[src/rtl/spi_bitclk_gen.sv]
module spi_bitclk_gen #(
  parameter int DIV_W     = 12,
  parameter int SLV_RATIO = 6
) (
  input  logic             clk,
  input  logic             rst_n,
  input  logic             enable,
  input  logic             slave_mode,
  input  logic [DIV_W-1:0] divisor,
  input  logic             sck_in,
  output logic             sck_out,
  output logic             sample_stb,
  output logic             shift_stb
);
  logic [DIV_W-1:0] cnt, eff_n, lim, lo_len;
  logic started, sync1, sync2, seen, tick, master;

  assign master = enable && !slave_mode;
  assign eff_n  = (divisor < DIV_W'(2)) ? DIV_W'(2) : divisor;
  assign lim    = slave_mode ? DIV_W'(SLV_RATIO) : eff_n;
  assign lo_len = eff_n - (eff_n >> 1);
  assign tick   = enable && slave_mode && (cnt == DIV_W'(SLV_RATIO - 1));

  always_ff @(posedge clk or negedge rst_n) begin
    if (!rst_n) begin
      cnt     <= '0;
      started <= 1'b0;
    end else if (!enable) begin
      cnt     <= '0;
      started <= 1'b0;
    end else if (cnt >= lim - DIV_W'(1)) begin
      cnt     <= '0;
      started <= 1'b1;
    end else begin
      cnt <= cnt + DIV_W'(1);
    end
  end

  always_ff @(posedge clk or negedge rst_n) begin
    if (!rst_n) begin
      sync1 <= 1'b0;
      sync2 <= 1'b0;
      seen  <= 1'b0;
    end else begin
      sync1 <= sck_in;
      sync2 <= sync1;
      if (!enable || !slave_mode || tick) seen <= sync2;
    end
  end

  assign sck_out    = master && (cnt >= lo_len);
  assign sample_stb = master ? (cnt == lo_len) : (tick && sync2 && !seen);
  assign shift_stb  = master ? (cnt == '0 && started) : (tick && !sync2 && seen);

  a_r5_idle_restart: assert property (@(posedge clk) disable iff (!rst_n)
    !enable |=> (cnt == '0));
  a_r6_slave_bound: assert property (@(posedge clk) disable iff (!rst_n)
    (enable && slave_mode) |=> (cnt < DIV_W'(SLV_RATIO)));
  a_r3_strobes_apart: assert property (@(posedge clk) disable iff (!rst_n)
    !(sample_stb && shift_stb));
  a_r3_sample_on_rise: assert property (@(posedge clk) disable iff (!rst_n)
    (master && sample_stb && $past(master) && $stable(divisor)) |-> $rose(sck_out));
endmodule

[config.mk]
export PLATFORM = sky130hd
export DESIGN_NAME = spi_bitclk_gen
export DESIGN_NICKNAME = d
export VERILOG_FILES = /design/src/rtl/spi_bitclk_gen.sv
export SDC_FILE = /design/constraint.sdc
export NUM_CORES = 1
export LEC_CHECK = 0
export ABC_CLOCK_PERIOD_IN_PS = 3910
export BUFFER_PORTS_ARGS = -buffer_cell sky130_fd_sc_hd__buf_2
export CAP_MARGIN = 30
export CORE_UTILIZATION = 42
export CTS_CLUSTER_DIAMETER = 80
export CTS_CLUSTER_SIZE = 10
export DETAILED_ROUTE_END_ITERATION = 7
export PLACE_DENSITY_LB_ADDON = 0.05
export SYNTH_ARGS = -nofsm -noshare
export SYNTH_HDL_FRONTEND = slang
export SYNTH_SLANG_ARGS = --single-unit
[constraint.sdc]
create_clock -name clk -period 3.91 [get_ports clk]
set_clock_uncertainty 0.05 [all_clocks]
set_input_delay 0.1955 -clock clk [delete_from_list [all_inputs] [get_ports clk]]
set_output_delay 0.1955 -clock clk [all_outputs]
set_load 0.02 [all_outputs]
==> results of run 1 <==
## path summary, 6_finish.rpt
check                                  from             endpoint  slack, ps  cells after the start
max                              divisor[5]              sck_out         80                     17
max reg2reg                cnt[6]$_DFF_PN0_     seen$_DFFE_PN0P_       1670                      5
min reg2reg                 sync1$_DFF_PN0_      sync2$_DFF_PN0_        300                      0
min                                  enable  started$_DFFE_PN0P_        160                      2
min in group asynchronous             rst_n    cnt[10]$_DFF_PN0_        340                      2
max in group asynchronous             rst_n      sync1$_DFF_PN0_       3210                      2
## power by group
group / switching [mW] / leakage, nW / internal [mW]
sequential: 0.00939 / 0.214 / 0.171
combinational: 0.113 / 0.966 / 0.0917
clock: 0.0516 / 0.0216 / 0.0682
total: 0.174 / 1.20 / 0.331
## synthesized netlist by cell type (all sizes together) (2+ instances only)
library cell  count
a211o             2
a211oi            3
a21oi            18
a311oi            2
a31oi             2
and3              6
buf               3
clkbuf           11
dfrtp            16
ha               34
inv              18
nand2            23
nand2b            2
nand3            13
nand4             6
nor2             28
nor2b             3
nor3              9
nor3b             2
nor4              6
o211ai            3
o21a              2
o21ai            15
o31a              2
o41ai             2
or2               2
or3               5
or4               2
xnor2            12
xor2             13
## cells by family (layout without fill, tap and decap cells)
logic type | Yosys count | in the layout | synth area share [%]
DFF | 16 | 16 | 18.60
xor gates and xnor gates | 25 | 25 | 10.17
adders and majority gates | 35 | 35 | 20.70
AOI/OAI and AO/OA | 55 | 55 | 16.98
buffers and inverters | 32 | 65 | 6.162
and+or+nand+nor | 111 | 111 | 26.86
muxes | 1 | 1 | 0.5232
## through the flow
step | worst slack [ps] | instances | setup TNS, ps | cell area, um2 | util [%]
after floorplan | 1.803 | 275 | 0 | 2192 | -
after global placement | -93.51 | 368 | -93.51 | 2451 | 50.88
after detailed placement | -120.1 | 368 | -131.3 | 2451 | 50.88
after CTS | 8.154 | 374 | 0 | 2544 | 52.81
after global routing | -99.11 | 375 | -101.5 | 2601 | 54.00
final | 79.00 | 375 | 0 | 2601 | 54.00
## routing by layer
| metal | routed length [um] | vias to the layer above | GRT usage (%) |
|---|---|---|---|
| li1 | - | 1056 | - |
| met4 | 26 | 0 | 2.137 |
| met2 | 2555 | 43 | 34.86 |
| met1 | 2875 | 993 | 32.91 |
| met5 | 0 | - | 0 |
| met3 | 243 | 3 | 3.292 |
## cells in the final DEF (no fill, tap or decap), types with 4 or more instances in the layout
master,synthesis,final
a21oi_1,18,17
and3_1,6,6
buf_2,1,18
buf_4,1,24
dfrtp_1,16,16
ha_1,34,33
inv_1,18,18
nand2_1,23,23
nand3_1,13,13
nand4_1,6,6
nor2_1,28,28
nor3_1,9,6
nor4_1,4,4
o21ai_0,15,14
or3_1,5,4
xnor2_1,12,12
xor2_1,13,13
## sequential cells by signal, summed over array words and instances (netlist names)
name,count
started,1
seen,1
cnt,12
sync2,1
sync1,1
## layout make-up
cell class                 instances  area, um2
sequential                        16      400.4
inverter                          18      67.56
fill                             486       2216
tap                               67      83.83
multi-input combinational        227       1718
clock buffer                       3      41.29
timing repair buffer              44      290.3
## critical path, stage by stage
cell     delay (ps)
buf_2           100
or4_4           560
nor4_4          160
or2_4           190
inv_1            60
fa_2            420
o41ai_2         280
or3_1           180
a21oi_2          50
xnor2_1         120
ha_1            290
nand4_1         130
or2_4           280
a31oi_4         150
nor3_2           70
nor3_2          170
buf_4           170
## repair_timing
item	CTS	global route
buffers inserted	1	1
endpoints found under the setup margin	2	2
hold buffers	2	0
pin swaps	8	14
endpoints found under the hold margin	17	0
resized for setup	5	10
==> reports/qor.yml, run 1 <==
drt:
  viasPerCell: 5.587
  wire_per_inst_um: 15.20
  wl_um: 5701
  dr.pass1.iters: 4
  drc: 0
  vias: 2095
  dr.first_iter.drc_count: 82
  ant_nets: 0
global_route:
  overflow: 0
  grt_pass1_wl_um: 9059
  track_usage_pct: 22.15
  grt_pass1_vias: 1877
  antenna_found_initial: 0
  grt_max_degree: 17
timing:
  hold_ws_ps: 158.8
  final-max-slew-violation-count: 0
  setup-violations-final: 0
  rsz0062_at_grt: "yes"
  min_period_ps: 3831
  worst_slew_pin_slew_ps: 638.1
  slew_headroom_pct: 57.07
  fmax_mhz: 261.0
  hold_viol: 0
  fin_crit_sh_pct: 97.98
clocking:
  clock_sinks: 16
  cts_buffers: 3
  cts_max_path_buffers: 2
  path_clk_slew_ps: 60
  cts-root-buf: "clkbuf_8"
  cts_tree: "yes"
  htreeDepth: 1
  clock_latency_ps: 250
run_status:
  status: "finished, final reports clean"
power:
  finalPower_mw: 0.5052
  cellPowerDensity_mw_per_mm2: 194.2
  vdd_drop_max_v: 0.0001975
  p_leak_nw: 1.202
floorplan:
  ios: 20
  rows: 25
  fp.dieW_um: 73.58
  core_area_mm2: 0.004817
  die_h_um: 73.58
  start_util_pct: 44.68
  die_area_mm2: 0.005414
setup_path:
  crit_required_ps: 3660
  path_class: "input port to output pin"
  worst_setup_path_end_kind: "output pin"
  arrival_ps: 3590
  worstPathMaxFanout: 5
  start_kind: "input port"
synthesis:
  yosysSeqAreaShare_pct: 18.60
  yosys_warnings: 0
  ys_top_cells_by_area: "ha_1 20%, dfrtp_1 19%, xor2_1 5.3%"
  ys.flop_type: "dfrtp_1"
  yosys_register_bits: 16
  synth_top_area_share_pct: 19.77
  ys_async_sr_fraction_pct: 100.0
  avgSynthCellArea_um2: 7.826
  postSynthCellCount: 275
  synth_cell_types: 47
  synth_edf_count: 0
  yosysTopAreaCell: "ha_1"
  syn_area_mm2: 0.002152
  synth.net_count: 327
cells_and_area:
  fin_nets: 362
  drive_gt1_share_pct: 22.40
  area_growth_pct: 20.87
  antenna_cells: 0
run:
  drv_cap: 0
min_path:
  hold_class: "input port to flop"
place:
  hpwl_um: 4580
  io_buffers: 19
  place_congestion: 0.8614
Note: power is estimated with default switching activity, not from simulation.
==> run 2, diff against run 1 <==
ABC_CLOCK_PERIOD_IN_PS = 4000   (was 3910)
PLACE_DENSITY = 0.6   (was unset)
PLACE_DENSITY_LB_ADDON = unset   (was 0.05)
clock period = 4 ns   (was 3.91 ns; I/O delays follow)
==> run 2 against run 1 <==
Die area is the same. Count of clock-buffer cells in the layout grew 1. Sequential cell count is the same. Register-to-register slack gained 120 ps. Core utilization grew 1.0 points.
==> reports/qor.yml, run 2 (synthesis gave the netlist of run 1 again) <==
setup_path:
  crit_required_ps: 3750  # +90 ps
  path_class: "input port to output pin"
  start_kind: "input port"
  crit_family: "simple AND/OR/NAND/NOR gates"
  slowest_delay_ps: 560  # about the same
  slowest_stage: "or4_4"
  arrival_ps: 3720  # +130 ps
  worstPathMaxFanout: 4  # -1
  path_cells: "buf_6 -> or4_4 -> nor4_4 -> or2_4 -> ha_4 -> nor2b_4 -> o41ai_4 -> nand2_1 -> o211ai_1 -> a2bb2oi_2 -> ha_1 -> nand4_1 -> or2_4 -> a31oi_4 -> nor3_2 -> nor3_2 -> buf_4"
  crit_cells: 17  # unchanged
  cp.buffers_inverters: 2  # -1
  worstRegToRegCells: 5  # unchanged
  worst_setup_path_end_kind: "output pin"
cells_and_area:
  fin_nets: 363  # +0.28%
  drive_gt1_share_pct: 23.23  # +0.82 points
  final-instance-count-excl-fill: 377  # +0.53%
  design_area_mm2: 0.002650  # +1.9%
  regMostFlops: "cnt"
  area_growth_pct: 23.14
  n_fill_cell: 483  # -0.62%
  mostFrequentLayoutCell: "ha_1"
  mostFrequentLayoutCells: "32 x ha_1, 28 x nor2_1, 26 x buf_4"
  largest_reg_flops: 12  # unchanged
  antenna_cells: 0  # unchanged
timing:
  hold_ws_ps: 7.824  # -150.9 ps
  rsz0062_at_grt: "yes"
  worst_slew_pin_slew_ps: 662.2  # +24.16 ps
  slew_headroom_pct: 55.44  # -1.6 points
  hold_viol: 0  # unchanged
  setup-violations-final: 0  # unchanged
  fmax_mhz: 252.1
  tns_ps: 0  # unchanged
  final-max-slew-violation-count: 0  # unchanged
  min_period_ps: 3966
  fin_crit_sh_pct: 99.16
clocking:
  path_clk_slew_ps: 60  # about the same
  clock_sinks: 16  # unchanged
  clock_latency_ps: 250  # about the same
  htreeDepth: 1  # unchanged
  cts_max_path_buffers: 2  # unchanged
  cts_buffers: 3  # unchanged
  cts-root-buf: "clkbuf_8"
  cts_tree: "yes"
floorplan:
  rows: 25  # unchanged
  start_util_pct: 44.68  # unchanged
  fp.dieW_um: 73.58  # unchanged
  die_area_mm2: 0.005414  # unchanged
  core_area_mm2: 0.004817  # unchanged
  ios: 20  # unchanged
  die_h_um: 73.58  # unchanged
min_path:
  hold_class: "input port to flop"
  min_path_cells: 1  # -1
global_route:
  grt_pass1_wl_um: 8983  # -0.84%
  grt_max_degree: 17  # unchanged
  grt_pass1_vias: 1896  # +1.0%
  overflow: 0  # unchanged
  track_usage_pct: 21.79  # -0.35 points
  antenna_found_initial: 0  # unchanged
run_status:
  status: "finished, final reports clean"
place:
  place_congestion: 0.8870  # +3.0%
  hpwl_um: 4421  # -3.5%
  dpl-instance-area_mm2: 0.002431  # -0.82%
  place_inst: 367  # -0.27%
  io_buffers: 19  # unchanged
drt:
  dr.first_iter.drc_count: 167  # +100%
  vias: 2063  # -1.5%
  wire_per_inst_um: 15.21  # about the same
  viasPerCell: 5.472  # -2.0%
  dr.pass1.iters: 5  # +1
  wl_um: 5734  # +0.58%
  drc: 0  # unchanged
  ant_nets: 0  # unchanged
power:
  seqPwrFrac_pct: 33.7  # -2.0 points
  p_leak_nw: 1.234  # +2.7%
  p_int_mw: 0.3483  # +5.2%
  total_switching_power_mw: 0.1758  # +0.95%
  vdd_drop_max_v: 0.0001461  # -26%
  power_frac_comb_pct: 39.7  # -0.9 points
  cellPowerDensity_mw_per_mm2: 197.8  # +1.9%
  clkPwrFrac_pct: 26.6  # +2.9 points
  switching_share_pct: 33.55  # -0.93 points
run:
  drv_cap: 0  # unchanged
run 2: routing by layer:
layer | GRT usage [%] | wire (um) | up-vias
met4 | 1.923 | 0 | 0
met3 | 4.252 | 237 | 0
met1 | 31.54 | 2752 | 971
met2 | 34.66 | 2743 | 38
met5 | 0 | 0 | -
li1 | - | - | 1054
run 2: through the flow:
stage               setup WS (ps)  power (mW)  utilization, %
detailed placement         -84.59      0.3625           50.47
global route               -89.40      0.5589           55.01
CTS                         1.128      0.5071           52.08
finish                      33.74      0.5242           55.01
floorplan                   7.137      0.3035               -
global placement            49.99      0.3615           50.47
run 2: repair_timing:
action,CTS,global route
hold buffers,1,0
resized for setup,2,18
endpoints found under the hold margin,16,0
cloned,0,0
buffers inserted,1,4
pin swaps,3,16
endpoints found under the setup margin,2,2
run 2: area by class of cell:
type,instances,area (um2),share of cell area [%]
Tap cell,67,83.83,3.163
Sequential cell,16,400.4,15.11
Timing Repair Buffer,45,301.5,11.38
Clock buffer,4,55.05,2.077
Inverter,18,67.56,2.550
Multi-Input combinational cell,227,1742,65.72
run 2: power by group through the flow:
stage          combinational (mW)  clock (mW)  sequential (mW)
5_1_grt                     0.230       0.151            0.177
2_1_floorplan               0.129           0            0.175
3_3_place_gp                0.182           0            0.179
4_1_cts                     0.187       0.144            0.176
6_report                    0.208       0.140            0.176
3_5_place_dp                0.183           0            0.179
run 2: path summary, 6_finish.rpt:
path | startpoint | end | slack [ps]
min reg2reg | sync1$_DFF_PN0_ | sync2$_DFF_PN0_ | 300
max | divisor[4] | sck_out | 30
max in group asynchronous | rst_n | started$_DFFE_PN0P_ | 3310
min | sck_in | sync1$_DFF_PN0_ | 8
max reg2reg | cnt[6]$_DFF_PN0_ | seen$_DFFE_PN0P_ | 1790
min in group asynchronous | rst_n | cnt[9]$_DFF_PN0_ | 340
run 2: worst reg2reg max path: stages (launching register included):
cell,delay [ps]
dfrtp_1,480
or4_1,530
nor4_1,430
nand3_1,160
nand3_1,120
mux2_2,330
